### src/rtl/sc_rx_pkg.sv
package sc_rx_pkg;

  // Strobes issued by the control unit to the byte storage.
  typedef struct packed {
    logic push;
    logic pop;
  } rxStrb_t;

endpackage

### src/rtl/sc_rx_ctrl.sv
module sc_rx_ctrl #(
  parameter int MAX_DEPTH = 8,
  parameter int CFG_W     = 4,
  parameter int THR_MAX   = 8
) (
  input  logic                             clk,
  input  logic                             rstN,
  input  logic                             rxValid,
  input  logic                             rxParErr,
  input  logic                             protoT1,
  input  logic                             syncMode,
  input  logic [CFG_W-1:0]                 depthCfg,
  input  logic [CFG_W-1:0]                 thrCfg,
  input  logic                             thrLoad,
  input  logic                             rdStrobe,
  input  logic                             statRd,
  input  logic [$clog2(MAX_DEPTH+1)-1:0]   count,
  output sc_rx_pkg::rxStrb_t               strb,
  output logic                             fullFlag,
  output logic                             emptyFlag,
  output logic                             parErrFlag,
  output logic                             overrunFlag,
  output logic                             intN
);

  localparam int CNT_W = $clog2(MAX_DEPTH + 1);
  localparam int ERR_W = $clog2(THR_MAX + 1);
  localparam logic [CFG_W-1:0] DEPTH_LIM = CFG_W'(MAX_DEPTH);
  localparam logic [CFG_W-1:0] THR_LIM   = CFG_W'(THR_MAX);
  localparam logic [CNT_W-1:0] CNT_ZERO  = '0;

  logic [CNT_W-1:0] effDepth;
  logic [ERR_W-1:0] thrClamp;
  logic [ERR_W-1:0] thrReg;
  logic [ERR_W-1:0] errCnt;
  logic [ERR_W-1:0] errNext;
  logic             armed;
  logic             peReg;
  logic             ovReg;
  logic             popOk;
  logic             goodByte;
  logic             room;
  logic             ovSet;
  logic             t0Err;
  logic             t1Err;
  logic             thrHit;

  // Configuration clamping.
  always_comb begin
    if (depthCfg == '0)
      effDepth = CNT_W'(1);
    else if (depthCfg > DEPTH_LIM)
      effDepth = CNT_W'(MAX_DEPTH);
    else
      effDepth = CNT_W'(depthCfg);
  end

  always_comb begin
    if (thrCfg == '0)
      thrClamp = ERR_W'(1);
    else if (thrCfg > THR_LIM)
      thrClamp = ERR_W'(THR_MAX);
    else
      thrClamp = ERR_W'(thrCfg);
  end

  // Queue admission.
  always_comb begin
    popOk    = rdStrobe && !syncMode && (count != CNT_ZERO);
    goodByte = rxValid && (!rxParErr || protoT1);
    room     = (count < effDepth) || popOk;
    strb.push = goodByte && room;
    strb.pop  = popOk;
    ovSet     = goodByte && !room;
  end

  // Parity-error events.
  always_comb begin
    t0Err   = rxValid && rxParErr && !protoT1 && !thrLoad && armed;
    t1Err   = rxValid && rxParErr && protoT1 && !thrLoad;
    errNext = errCnt + ERR_W'(1);
    thrHit  = t0Err && (errNext == thrReg);
  end

  always_ff @(posedge clk or negedge rstN) begin
    if (!rstN) begin
      thrReg <= ERR_W'(1);
      errCnt <= '0;
      armed  <= 1'b1;
      peReg  <= 1'b0;
    end else if (thrLoad) begin
      thrReg <= thrClamp;
      errCnt <= '0;
      armed  <= 1'b1;
      peReg  <= 1'b0;
    end else begin
      if (t0Err)
        errCnt <= errNext;
      if (thrHit)
        armed <= 1'b0;
      if (thrHit || t1Err)
        peReg <= 1'b1;
    end
  end

  always_ff @(posedge clk or negedge rstN) begin
    if (!rstN)
      ovReg <= 1'b0;
    else if (ovSet)
      ovReg <= 1'b1;
    else if (statRd)
      ovReg <= 1'b0;
  end

  // Status outputs.
  always_comb begin
    fullFlag    = (count >= effDepth);
    emptyFlag   = (count == CNT_ZERO);
    parErrFlag  = peReg;
    overrunFlag = ovReg;
    intN        = !(fullFlag || peReg);
  end

  // Checks on control behaviour.
  AST_T0_NOT_STORED: assert property (@(posedge clk) disable iff (!rstN)
    (rxValid && rxParErr && !protoT1) |-> !strb.push);

  AST_DISARMED_HOLDS: assert property (@(posedge clk) disable iff (!rstN)
    (!armed && !thrLoad) |=> $stable(errCnt));

  AST_PE_STICKY: assert property (@(posedge clk) disable iff (!rstN)
    (parErrFlag && !thrLoad) |=> parErrFlag);

  AST_T1_PE_AT_ONCE: assert property (@(posedge clk) disable iff (!rstN)
    (rxValid && rxParErr && protoT1 && !thrLoad) |=> parErrFlag);

  AST_OVR_STICKY: assert property (@(posedge clk) disable iff (!rstN)
    (overrunFlag && !statRd) |=> overrunFlag);

  AST_NO_POP_SYNC: assert property (@(posedge clk) disable iff (!rstN)
    syncMode |-> !strb.pop);

endmodule

### src/rtl/sc_rx_dpath.sv
module sc_rx_dpath #(
  parameter int DATA_W    = 8,
  parameter int MAX_DEPTH = 8
) (
  input  logic                             clk,
  input  logic                             rstN,
  input  sc_rx_pkg::rxStrb_t               strb,
  input  logic [DATA_W-1:0]                wrData,
  input  logic                             syncMode,
  input  logic                             cardIo,
  output logic [DATA_W-1:0]                rdData,
  output logic [$clog2(MAX_DEPTH+1)-1:0]   count
);

  localparam int CNT_W = $clog2(MAX_DEPTH + 1);
  localparam int PTR_W = (MAX_DEPTH > 1) ? $clog2(MAX_DEPTH) : 1;
  localparam logic [PTR_W-1:0] PTR_LAST = PTR_W'(MAX_DEPTH - 1);
  localparam logic [CNT_W-1:0] CNT_ONE  = CNT_W'(1);

  logic [DATA_W-1:0] mem [MAX_DEPTH];
  logic [PTR_W-1:0]  wrPtr;
  logic [PTR_W-1:0]  rdPtr;
  logic [DATA_W-1:0] headData;

  function automatic logic [PTR_W-1:0] ptrInc(input logic [PTR_W-1:0] p);
    return (p == PTR_LAST) ? '0 : p + PTR_W'(1);
  endfunction

  always_ff @(posedge clk or negedge rstN) begin
    if (!rstN) begin
      for (int i = 0; i < MAX_DEPTH; i++)
        mem[i] <= '0;
      wrPtr <= '0;
    end else if (strb.push) begin
      mem[wrPtr] <= wrData;
      wrPtr      <= ptrInc(wrPtr);
    end
  end

  always_ff @(posedge clk or negedge rstN) begin
    if (!rstN)
      rdPtr <= '0;
    else if (strb.pop)
      rdPtr <= ptrInc(rdPtr);
  end

  always_ff @(posedge clk or negedge rstN) begin
    if (!rstN)
      count <= '0;
    else begin
      case ({strb.push, strb.pop})
        2'b10:   count <= count + CNT_ONE;
        2'b01:   count <= count - CNT_ONE;
        default: count <= count;
      endcase
    end
  end

  always_comb begin
    headData = (count == '0) ? '0 : mem[rdPtr];
    if (syncMode)
      rdData = {{(DATA_W-1){1'b0}}, cardIo};
    else
      rdData = headData;
  end

  // Checks on storage behaviour.
  AST_NO_OVERFLOW: assert property (@(posedge clk) disable iff (!rstN)
    count <= CNT_W'(MAX_DEPTH));

  AST_POP_NONEMPTY: assert property (@(posedge clk) disable iff (!rstN)
    strb.pop |-> (count != '0));

  AST_COUNT_UP: assert property (@(posedge clk) disable iff (!rstN)
    (strb.push && !strb.pop) |=> (count == $past(count) + CNT_ONE));

  AST_COUNT_DOWN: assert property (@(posedge clk) disable iff (!rstN)
    (strb.pop && !strb.push) |=> (count == $past(count) - CNT_ONE));

endmodule

### src/rtl/sc_rx_fifo.sv
module sc_rx_fifo #(
  parameter int DATA_W    = 8,
  parameter int MAX_DEPTH = 8,
  parameter int CFG_W     = 4,
  parameter int THR_MAX   = 8
) (
  input  logic              clk,
  input  logic              rstN,
  input  logic              rxValid,
  input  logic [DATA_W-1:0] rxData,
  input  logic              rxParErr,
  input  logic              protoT1,
  input  logic              syncMode,
  input  logic              cardIo,
  input  logic [CFG_W-1:0]  depthCfg,
  input  logic [CFG_W-1:0]  thrCfg,
  input  logic              thrLoad,
  input  logic              rdStrobe,
  input  logic              statRd,
  output logic [DATA_W-1:0] rdData,
  output logic              fullFlag,
  output logic              emptyFlag,
  output logic              parErrFlag,
  output logic              overrunFlag,
  output logic              intN
);

  localparam int CNT_W = $clog2(MAX_DEPTH + 1);

  sc_rx_pkg::rxStrb_t strb;
  logic [CNT_W-1:0]   count;

  sc_rx_ctrl #(
    .MAX_DEPTH (MAX_DEPTH),
    .CFG_W     (CFG_W),
    .THR_MAX   (THR_MAX)
  ) u_ctrl (
    .clk         (clk),
    .rstN        (rstN),
    .rxValid     (rxValid),
    .rxParErr    (rxParErr),
    .protoT1     (protoT1),
    .syncMode    (syncMode),
    .depthCfg    (depthCfg),
    .thrCfg      (thrCfg),
    .thrLoad     (thrLoad),
    .rdStrobe    (rdStrobe),
    .statRd      (statRd),
    .count       (count),
    .strb        (strb),
    .fullFlag    (fullFlag),
    .emptyFlag   (emptyFlag),
    .parErrFlag  (parErrFlag),
    .overrunFlag (overrunFlag),
    .intN        (intN)
  );

  sc_rx_dpath #(
    .DATA_W    (DATA_W),
    .MAX_DEPTH (MAX_DEPTH)
  ) u_dpath (
    .clk      (clk),
    .rstN     (rstN),
    .strb     (strb),
    .wrData   (rxData),
    .syncMode (syncMode),
    .cardIo   (cardIo),
    .rdData   (rdData),
    .count    (count)
  );

endmodule

### config.mk
export PLATFORM = sky130hd
export DESIGN_NAME = sc_rx_fifo
export DESIGN_NICKNAME = d
export VERILOG_FILES = /design/src/rtl/sc_rx_pkg.sv /design/src/rtl/sc_rx_ctrl.sv /design/src/rtl/sc_rx_dpath.sv /design/src/rtl/sc_rx_fifo.sv
export SDC_FILE = /design/constraint.sdc
export NUM_CORES = 1
export LEC_CHECK = 0
export BUFFER_PORTS_ARGS = -buffer_cell sky130_fd_sc_hd__buf_2
export CORE_MARGIN = 4
export CORE_UTILIZATION = 25
export CTS_CLUSTER_SIZE = 20
export DETAILED_ROUTE_END_ITERATION = 12
export GPL_TIMING_DRIVEN = 0
export HOLD_SLACK_MARGIN = 0.08
export REMOVE_ABC_BUFFERS = 1
export SKIP_CTS_REPAIR_TIMING = 1
export SYNTH_ARGS = -nofsm -noshare
export SYNTH_HDL_FRONTEND = slang
export SYNTH_SLANG_ARGS = --single-unit
### constraint.sdc
create_clock -name clk -period 2.84 [get_ports clk]
set_input_delay 0.568 -clock clk [delete_from_list [all_inputs] [get_ports clk]]
set_output_delay 0.568 -clock clk [all_outputs]
set_load 0.01 [all_outputs]
==> results of run 1 <==
-- cell families after synthesis --
group | count (synthesis) | synth area share
and+or+nand+nor | 59 | 0.0758
buffers and inverters | 23 | 0.0245
adders and majority gates | 12 | 0.0350
AOI/OAI and AO/OA | 17 | 0.0274
muxes | 98 | 0.317
xor gates and xnor gates | 12 | 0.0245
DFF | 85 | 0.496
-- where the power goes --
group	switching, µW	total, µW	leakage, µW	internal (µW)
Sequential	523	2280	0.00104	1760
Combinational	706	1970	0.00113	1260
Clock	466	1090	0.000134	621
Total	1690	5340	0.00230	3640
-- sequential cells by signal, indices dropped and copies added (netlist names) --
signal and cells:
u_dpath.mem 64, u_ctrl.overrunFlag 1, u_ctrl.thrReg 4, u_dpath.wrPtr 3, u_dpath.count 4, u_dpath.rdPtr 3
u_ctrl.parErrFlag 1, u_ctrl.errCnt 4, u_ctrl.armed 1
-- routing by layer --
metal  wire (µm)  global-route usage  part of all wire  vias up
met5           0                   0                 0        -
met4         180              0.0386             0.020        0
met3         243              0.0193             0.027       10
met2        4570               0.158              0.51       34
met1        3940               0.119              0.44     1290
li1            -                   -                 -     1178
-- cells in the mapped netlist --
cell and instances:
or3b_1 1, buf_2 6, a41o_1 1, nor2b_1 1
or4_1 1, xnor2_1 5, xor2_1 7, dfrtp_1 83
nand3_1 2, nor2_1 18, a222oi_1 1, buf_4 1
nor2_2 2, nand2_1 11, o211ai_1 1, mux4_2 16
nor4_1 1, inv_1 6, nor3_4 1, clkbuf_1 7
nand2b_1 6, or4b_1 3, a21oi_1 3, a31oi_1 1
dfstp_2 2, buf_6 1, o22ai_1 1, ha_1 12
mux2i_1 12, mux2_2 46, a21o_1 3, o21ai_0 5
buf_1 2, a2bb2oi_2 1, nand4b_1 1, nor4bb_1 1
or3_1 1, mux2_4 24, or2_2 1, and3_1 1
nand4_1 1, nand3b_1 3, nor3_1 3
-- cell type report --
class,instances,area (µm²),area share
timing repair buffer,42,245,0.0486
sequential,85,2130,0.423
multi-input combinational,198,2090,0.415
tap,220,275,0.0545
inverter,6,22.5,0.00446
clock buffer,12,246,0.0488
clock inverter,4,30.0,0.00595
-- critical path, stage by stage (launching register included) --
cell	delay (ns)
dfrtp_1	0.46
ha_1	0.34
nor2b_1	0.14
o211ai_1	0.31
a2bb2oi_4	0.20
or4b_1	0.88
mux2_4	0.41
-- worst max path at each step --
| stage | startpoint | end | slack (ns) | cells past startpoint |
|---|---|---|---|---|
| floorplan | u_dpath.count[2]$_DFFE_PN0P_ | u_dpath.count[2]$_DFFE_PN0P_ | -0.14 | 10 |
| finish | u_dpath.count[1]$_DFFE_PN0P_ | u_dpath.mem[55]$_DFFE_PN0P_ | -0.03 | 6 |
| CTS | u_dpath.count[2]$_DFFE_PN0P_ | u_dpath.count[2]$_DFFE_PN0P_ | -0.41 | 10 |
| global route | u_dpath.count[1]$_DFFE_PN0P_ | u_dpath.count[2]$_DFFE_PN0P_ | -0.15 | 11 |
| detailed placement | depthCfg[3] | u_dpath.count[2]$_DFFE_PN0P_ | -0.48 | 14 |
| global placement | depthCfg[3] | u_dpath.mem[13]$_DFFE_PN0P_ | -1.22 | 9 |
-- per-stage QoR --
stage          TNS, ns  utilization  instances  setup slack (ns)
2_1_floorplan    -1.28            -        289            -0.143
3_3_place_gp    -17.50        0.280        547             -1.22
3_5_place_dp    -12.04        0.283        549            -0.478
4_1_cts          -8.86        0.299        565            -0.407
5_1_grt          -2.63        0.302        567            -0.151
6_report        -0.305        0.302        567           -0.0300
==> results.md, run 1 <==
* Via count at 2,512
* Max Fanout on Critical Path at 13
* Largest net degree at the start of global routing at 76
* Total setup violations reported at the end of the flow at 18
* Initial Util at 0.257
* Fill cell count at 1,678
* Synth top area share at 0.484
* Clock sinks at 85
* Worst skew pair latency at 0.34 ns
* GP Congestion at 0.700
* Min-Delay Endpoint: u_ctrl.overrunFlag$_DFFE_PN0P_
* Mapped Cells at 306
* Min-delay worst type: primary input to flip-flop
* Status: finished, violations left
* Die H at 139 µm
* Post-route ant nets at 0
* Post-Syn Area at 4290 µm²
* Layout area overhead at 17.6%
* Most common library cell in the layout ignoring fill and taps: dfrtp_1
* Worst slew margin at 0.403
* Core Area at 16,700 µm²
* Achievable frequency at 348 MHz
* Row count at 47
* Via density at 4.43
* Num CTS Buffers at 9
* IO Pins at 39
* Maxcap violations at 0
* Arrival @ worst endpoint at 3.09 ns
* Initial DRC Count at 169
* Hold path cells at 2
* Die X at 139 µm
* P_leak at 0.00230 µW
* Power per cell area at 1060 nW/µm²
* VDD IR max at 0.354 mV
* Seq cells post-synth at 85
* Clock transition at the registers of the reported paths at 0.06 ns
* Drt pass-1 iters at 4
* CTS tree: done
* Final net count at 380
* Worst r2r src: u_dpath.count[1]$_DFFE_PN0P_
* Mean area per synthesized cell at 14.0 µm²
* Critical path type: flip-flop to flip-flop
* Fraction of layout cells with a size suffix above 1 at 0.441
* RSZ-0062 raised after global routing: true
* WL/cell at 15.7 µm
* All-Layer GR Usage at 0.0945
* Worst reg-to-reg path cell count at 6
* Total power at 5340 µW
* Root Buffer: clkbuf_16
* Antenna cell count at 0
* Crit path time final at 2.87 ns
* CTS H-tree lvls at 3
* Synth area leaders: dfrtp_1 48%, mux2_2 12%, mux2_4 8.4%
* Grt ovf at 0
* CP endpoint kind: flip-flop
* Reg2Reg Setup Slack at -0.03 ns
* Final wirelength at 8930 µm
* Crit share post-route at 1.01
* Initial antenna violation count at 0
* Sequential share of the synthesized area at 0.496
* Warnings from Yosys at 0
* Failing checks: setup timing
* First-pass GRT wire length at 14,500 µm
* Worst hold start: statRd
* Final worst slack at -0.0300 ns
* IO buf count at 38
* Setup crit start kind: flip-flop
* Slew @ Worst Pin at 0.895 ns
* Die footprint at 19,300 µm²
* Setup Skew at 0.00804 ns
* Post-placement cell area at 4720 µm²
* Final Max Tran Viols at 0
* Critical Path RT at 3.06 ns
* Synth area leader: dfrtp_1
* Unique masters post-synth at 43
* Design area at 5050 µm²
* Vias in the first global route at 2,718
* Clock Path Buffers at 2
* Critical R2R Capture: u_dpath.mem[55]$_DFFE_PN0P_
* Hold Violations, Final at 0
* Post-DP HPWL at 5860 µm
* WHS at 0.422 ns
* DRC errors left at 0
* Leading cell types in the layout, fill and taps excluded: 82 x dfrtp_1, 46 x mux2_2, 37 x buf_2, 24 x mux2_4, 18 x nor2_1
Power figures use the tool's default switching activity.
==> run 2: changes to the inputs <==
--- a/config.mk
+++ b/config.mk
@@ -5,6 +5,7 @@
 export SDC_FILE = /design/constraint.sdc
 export NUM_CORES = 1
 export LEC_CHECK = 0
+export ABC_AREA = 1
 export BUFFER_PORTS_ARGS = -buffer_cell sky130_fd_sc_hd__buf_2
 export CORE_MARGIN = 4
 export CORE_UTILIZATION = 25
==> run 2 against run 1 <==
The run now ends clean. Highest routed layer unchanged. Non-clock buffer count is the same. Clock power grew 8%. Global-route usage rose by 1.9 points. Flip-flop and latch count is the same. Synthesized cell count is 99% higher. Largest cell class is now multi-input gates.
==> results.md, run 2 <==
* Status: finished, final reports clean
* Total setup violations reported at the end of the flow at 0 (-18)
* Mean area per synthesized cell at 7.88 µm² (-44%)
* Most common cell in the synthesized netlist: nand2_1
* Power Internal at 3160 µW (-13%)
* GP Congestion at 0.795 (+14%)
* Top Layer Used: met4
* Routed length on met1 at 5880 µm (+49%)
* Clock sinks at 85 (unchanged)
* Achievable frequency at 376 MHz (+8.0%)
* Synth area leader: dfrtp_1
* Die H at 146 µm (+5.4%)
* Maxcap violations at 0 (unchanged)
* Via density at 4.68 (+5.5%)
* Sequential share of the synthesized area at 0.444 (-0.0519)
* Largest net degree at the start of global routing at 75 (-1.3%)
* Initial Util at 0.255 (-0.00157)
* Leading cell types in the layout, fill and taps excluded: 184 x nand2_1, 81 x dfrtp_1, 77 x nor2_1, 66 x nand4_1, 45 x o21ai_0
* Initial antenna violation count at 0 (unchanged)
* Hold Violations, Final at 0 (unchanged)
* Drt pass-1 iters at 4 (unchanged)
* Vias in the first global route at 3,780 (+39%)
* Unique masters post-synth at 30 (-30%)
* Fraction of layout cells with a size suffix above 1 at 0.146 (-0.295)
* Worst slew margin at 0.515 (+0.112)
* Antenna cell count at 0 (unchanged)
* Post-Syn Area at 4790 µm² (+12%)
* Mapped Cells at 608 (+99%)
* Post-layout util at 0.291 (-0.0114)
* Top cell family by delay on the critical path: flip-flops
* Setup Skew at 0.0114 ns (+0.00336 ns)
* Die footprint at 21,500 µm² (+11%)
* Synth area leaders: dfrtp_1 43%, nand2_1 14%, nand4_1 8.6%
* Design area at 5460 µm² (+8.2%)
* Arrival @ worst endpoint at 2.09 ns (-1.00 ns)
* Post-route ant nets at 0 (unchanged)
* Grt ovf at 0 (unchanged)
* IO Pins at 39 (unchanged)
* Layout area overhead at 13.9%
* Post-synth top flop: dfrtp_1
* Synth top area share at 0.433 (-0.0507)
* Critical path type: flip-flop to output port
* Post-placement cell area at 5110 µm² (+8.2%)
* Min-delay worst type: primary input to asynchronous set/reset pin
* IO buf count at 38 (unchanged)
* Clock transition at the registers of the reported paths at 0.07 ns (about the same)
* Flop pwr share at 0.378 (-0.049)
* Slew @ Worst Pin at 0.726 ns (-0.169 ns)
* Setup crit start kind: flip-flop
* Power share of the clock group at 0.209 (+0.005)
* Worst skew pair latency at 0.35 ns (about the same)
* Row count at 50 (+6.4%)
* Final worst slack at 0.182 ns (+0.212 ns)
* Initial DRC Count at 304 (+80%)
* WL/cell at 14.5 µm (-8.1%)
* Crit share post-route at 0.936 (-0.0748)
* VDD IR max at 0.345 mV (-2.6%)
* EDFF count, synth at 0 (unchanged)
* Number of flip-flops in the largest register at 64 (unchanged)
* Final net count at 665 (+75%)
* Sw Share at 0.442 (+0.124)
* Largest Register: u_dpath.mem
* WP buf/inv at 2 (+2)
* Seq cells post-synth at 85 (unchanged)
* Most common library cell in the layout ignoring fill and taps: nand2_1
* Clock Path Buffers at 2 (unchanged)
* Warnings from Yosys at 0 (unchanged)
* CTS H-tree lvls at 3 (unchanged)
* Fill cell count at 2,021 (+20%)
* CTS tree: done
* Root Buffer: clkbuf_16
* Dpl ws at -0.730 ns (-0.252 ns)
* DRC errors left at 0 (unchanged)
* Logic pwr share at 0.413 (+0.044)
* Num CTS Buffers at 9 (unchanged)
* Post-synth top cells: 185 x nand2_1, 83 x dfrtp_1, 77 x nor2_1, 66 x nand4_1, 45 x o21ai_0
* Met3 wire length at 404 µm (+66%)
* Final wirelength at 12,500 µm (+40%)
* Worst path slowest cell: dfrtp_4
* CP endpoint kind: output port
* P_leak at 0.00270 µW (+17%)
* Crit path time final at 2.66 ns (-0.212 ns)
* Post-DP HPWL at 8040 µm (+37%)
* Crit-path cells: inv_4 > o21ai_0 > o21ai_1 > o21ai_0 > nor2_1 > buf_2
* Die X at 146 µm (+5.4%)
* Power per cell area at 1040 nW/µm² (-2.0%)
* Critical Path RT at 2.27 ns (-0.79 ns)
* Core Area at 18,800 µm² (+12%)
* Via count at 4,049 (+61%)
* Critical Path Most Common Cell: o21ai_0
* Routed met2 length at 6090 µm (+33%)
* Crit path largest cell delay at 0.69 ns (-0.19 ns)
* All-Layer GR Usage at 0.113 (+0.0187)
* RSZ-0062 raised after global routing: false
* Max Fanout on Critical Path at 35 (+22)
* Final Max Tran Viols at 0 (unchanged)
* First-pass GRT wire length at 19,800 µm (+37%)
* Net Sw Power at 2500 µW (+47%)
* Post-synth ARST share at 1.00 (unchanged)
==> run 2: cell types whose count changed in the layout (fill, tap and decap cells not counted), moves of 27 or more <==
cell	delta
o21ai_0	+40
nor2_1	+59
mux2_2	-46
inv_1	+27
nand2_1	+173
nand4_1	+65
==> run 2: logic make-up after synthesis <==
| family | synth area share |
|---|---|
| adders and majority gates | 0.0313 |
| xor gates and xnor gates | 0.00731 |
| AOI/OAI and AO/OA | 0.0893 |
| and+or+nand+nor | 0.349 |
| DFF | 0.444 |
| buffers and inverters | 0.0791 |
==> run 2: path summary, 6_finish.rpt <==
path / slack (ns) / start / to / cells after the start
max: 0.18 / u_dpath.rdPtr[0]$_DFFE_PN0P_ / rdData[3] / 6
min: 0.25 / rstN / u_dpath.mem[52]$_DFFE_PN0P_ / 1
max reg2reg: 0.28 / u_dpath.count[1]$_DFFE_PN0P_ / u_dpath.count[2]$_DFFE_PN0P_ / 13
min reg2reg: 0.46 / u_ctrl.armed$_DFFE_PN1P_ / u_ctrl.armed$_DFFE_PN1P_ / 2
max in group asynchronous: 1.91 / rstN / u_dpath.rdPtr[0]$_DFFE_PN0P_ / 2
min in group clk: 0.44 / statRd / u_ctrl.overrunFlag$_DFFE_PN0P_ / 2
==> run 2: worst register-to-register path: stages, from the launching register on <==
cell      delay (ns)
dfrtp_1         0.44
ha_1            0.33
inv_1           0.06
o21bai_1        0.06
nand2_1         0.07
nand2_2         0.19
nand2_8         0.14
nand2_2         0.10
ha_1            0.32
xor2_1          0.18
ha_1            0.19
a21oi_1         0.15
xnor2_1         0.13
o21ai_0         0.09
==> run 2: through the flow <==
step / hold WS [ns] / total power (µW) / setup TNS (ns) / instances
floorplan: 0.272 / 3610 / -0.873 / 572
global placement: 0.448 / 4330 / -28.31 / 844
detailed placement: 0.453 / 4370 / -4.37 / 847
CTS: 0.261 / 5590 / -6.15 / 863
global route: 0.289 / 6160 / 0 / 866
finish: 0.246 / 5650 / 0 / 866
==> run 2: power groups by stage <==
| stage | clock [µW] | sequential [µW] | combinational [µW] |
|---|---|---|---|
| 6_report | 1180 | 2130 | 2340 |
| 5_1_grt | 1270 | 2200 | 2690 |
| 4_1_cts | 1230 | 2120 | 2240 |
| 3_5_place_dp | 0 | 2140 | 2230 |
| 3_3_place_gp | 0 | 2130 | 2190 |
| 2_1_floorplan | 0 | 2000 | 1610 |
==> run 2: per-layer routing <==
metal,track usage,vias up
li1,-,2063
met1,0.154,1906
met2,0.183,68
met3,0.0220,12
met4,0.0325,0
met5,0,-
==> run 2: cell type report <==
class / count / area (µm²) / area share
Clock inverter: 4 / 37.5 / 0.00688
Inverter: 37 / 141 / 0.0259
Sequential cell: 85 / 2130 / 0.391
Clock buffer: 12 / 267 / 0.0488
Timing Repair Buffer: 42 / 268 / 0.0490
Multi-Input combinational cell: 452 / 2320 / 0.425
Tap cell: 234 / 293 / 0.0536
==> run 3: changes to the inputs <==
==> constraint.sdc (replaced) <==
create_clock -name clk -period 3 [get_ports clk]
set_input_delay 0.6 -clock clk [delete_from_list [all_inputs] [get_ports clk]]
set_output_delay 0.6 -clock clk [all_outputs]
set_load 0.01 [all_outputs]
==> run 3 against run 2 <==
Final cell count shrank 0.12%. Power shrank 5.7%. First-iteration DRC count shrank 6.3%. Clock power shrank 5%. Sequential share of layout area grew 0.054 points. Die area is the same.
==> results.md, run 3 (same netlist as run 2, synthesis figures left out) <==
* Status: finished, final reports clean
* Slew @ Worst Pin at 0.732 ns (+0.00571 ns)
* Crit path time final at 2.78 ns
* Worst slew margin at 0.511 (-0.00382)
* Drt pass-1 iters at 4 (unchanged)
* Number of flip-flops in the largest register at 64 (unchanged)
* WHS at 0.281 ns (+0.0352 ns)
* CP endpoint kind: flip-flop
* WL/cell at 14.4 µm (-0.44%)
* First-pass GRT wire length at 19,800 µm (unchanged)
* Fraction of layout cells with a size suffix above 1 at 0.144 (-0.00135)
* DRC errors left at 0 (unchanged)
* Power per cell area at 978 nW/µm² (-5.6%)
* Worst skew pair latency at 0.34 ns (about the same)
* Leading cell types in the layout, fill and taps excluded: 184 x nand2_1, 81 x dfrtp_1, 77 x nor2_1, 66 x nand4_1, 45 x o21ai_0
* Root Buffer: clkbuf_16
* Arrival @ worst endpoint at 3.00 ns (+0.91 ns)
* IO buf count at 38 (unchanged)
* Layout area overhead at 13.7%
* Initial Util at 0.255 (unchanged)
* Final TNS setup at 0 ns (unchanged)
* Via density at 4.68 (+0.17%)
* Critical Path RT at 3.22 ns (+0.95 ns)
* Setup crit start kind: primary input
* RSZ-0062 raised after global routing: false
* Num CTS Buffers at 9 (unchanged)
* Max Fanout on Critical Path at 19 (-46%)
* Antenna cell count at 0 (unchanged)
* Final net count at 664 (-0.15%)
* Hold Violations, Final at 0 (unchanged)
* Setup Skew at 0.0128 ns (+0.00138 ns)
* P_leak at 0.00269 µW (-0.17%)
* Final Max Tran Viols at 0 (unchanged)
* Initial DRC Count at 285 (-6.3%)
* Initial antenna violation count at 0 (unchanged)
* Clock Path Buffers at 2 (unchanged)
* Critical path type: primary input to flip-flop
* Achievable frequency at 359 MHz
* Die X at 146 µm (unchanged)
* CTS H-tree lvls at 3 (unchanged)
* Min-delay worst type: primary input to asynchronous set/reset pin
* Die H at 146 µm (unchanged)
* Crit share post-route at 0.928
* IO Pins at 39 (unchanged)
* Maxcap violations at 0 (unchanged)
* Vias in the first global route at 3,780 (unchanged)
* CTS tree: done
* All-Layer GR Usage at 0.113 (unchanged)
* Most common library cell in the layout ignoring fill and taps: nand2_1
* Core Area at 18,800 µm² (unchanged)
* Largest Register: u_dpath.mem
* Row count at 50 (unchanged)
* Die footprint at 21,500 µm² (unchanged)
* Fill cell count at 2,024 (+0.15%)
* Clock transition at the registers of the reported paths at 0.06 ns (about the same)
* VDD IR max at 0.326 mV (-5.6%)
* Post-DP HPWL at 8040 µm (unchanged)
* Largest net degree at the start of global routing at 75 (unchanged)
* Post-route ant nets at 0 (unchanged)
* Via count at 4,051 (+0.049%)
* Total setup violations reported at the end of the flow at 0 (unchanged)
* Final wirelength at 12,500 µm (-0.55%)
* GP Congestion at 0.795 (unchanged)
* Grt ovf at 0 (unchanged)
* Clock sinks at 85 (unchanged)
-- run 3: power by group --
group / leakage [µW] / internal [µW] / switching (µW) / total (µW)
registers: 0.00109 / 1600 / 424 / 2020
clock network: 0.000151 / 641 / 476 / 1120
logic: 0.00146 / 740 / 1450 / 2190
-- run 3: cell type report --
| class | count | area, µm² | area share |
|---|---|---|---|
| Clock buffer | 12 | 267 | 0.0489 |
| Multi-Input combinational cell | 452 | 2320 | 0.425 |
| Sequential cell | 85 | 2130 | 0.392 |
| Timing Repair Buffer | 41 | 260 | 0.0477 |
| Clock inverter | 4 | 37.5 | 0.00689 |
| Tap cell | 234 | 293 | 0.0537 |
| Inverter | 37 | 141 | 0.0259 |
-- run 3: routing by layer --
layer | GRT usage | share of wire | wire [µm] | up-vias
li1 | - | - | - | 2067
met1 | 0.154 | 0.44 | 5530 | 1898
met2 | 0.183 | 0.50 | 6230 | 79
met3 | 0.0220 | 0.047 | 590 | 7
met4 | 0.0325 | 0.0091 | 114 | 0
met5 | 0 | 0 | 0 | -
-- run 3: per-stage QoR --
stage	utilization	setup WS (ns)	power, µW	std cells	cell area [µm²]
after global routing	0.290	0.0222	5820	865	5450
after global placement	0.268	-1.12	4100	844	5040
final	0.290	0.217	5330	865	5450
after CTS	0.288	-0.585	5290	863	5410
after detailed placement	0.272	-0.602	4140	847	5110
after floorplan	-	-0.260	3420	572	4550
-- run 3: critical path: stages --
cell      delay, ns
buf_2          0.10
inv_1          0.08
nand2_1        0.06
ha_1           0.29
inv_1          0.06
o21bai_1       0.05
nand2_1        0.07
nand2_2        0.19
nand2_8        0.28
nand2_2        0.15
ha_1           0.32
xor2_1         0.17
ha_1           0.19
a21oi_1        0.15
xnor2_1        0.13
o21ai_0        0.09
-- run 3: worst paths after layout --
check                                        startpoint                            to  slack (ns)  cells past startpoint
max                                         depthCfg[3]  u_dpath.count[2]$_DFFE_PN0P_        0.22                     16
min                                                rstN   u_dpath.mem[20]$_DFFE_PN0P_        0.28                      1
min reg2reg                    u_ctrl.armed$_DFFE_PN1P_      u_ctrl.armed$_DFFE_PN1P_        0.46                      2
min in group clk               u_ctrl.armed$_DFFE_PN1P_      u_ctrl.armed$_DFFE_PN1P_        0.46                      2
max in group asynchronous                          rstN  u_dpath.rdPtr[0]$_DFFE_PN0P_        2.05                      2
max reg2reg                u_dpath.count[1]$_DFFE_PN0P_  u_dpath.count[2]$_DFFE_PN0P_        0.24                     13
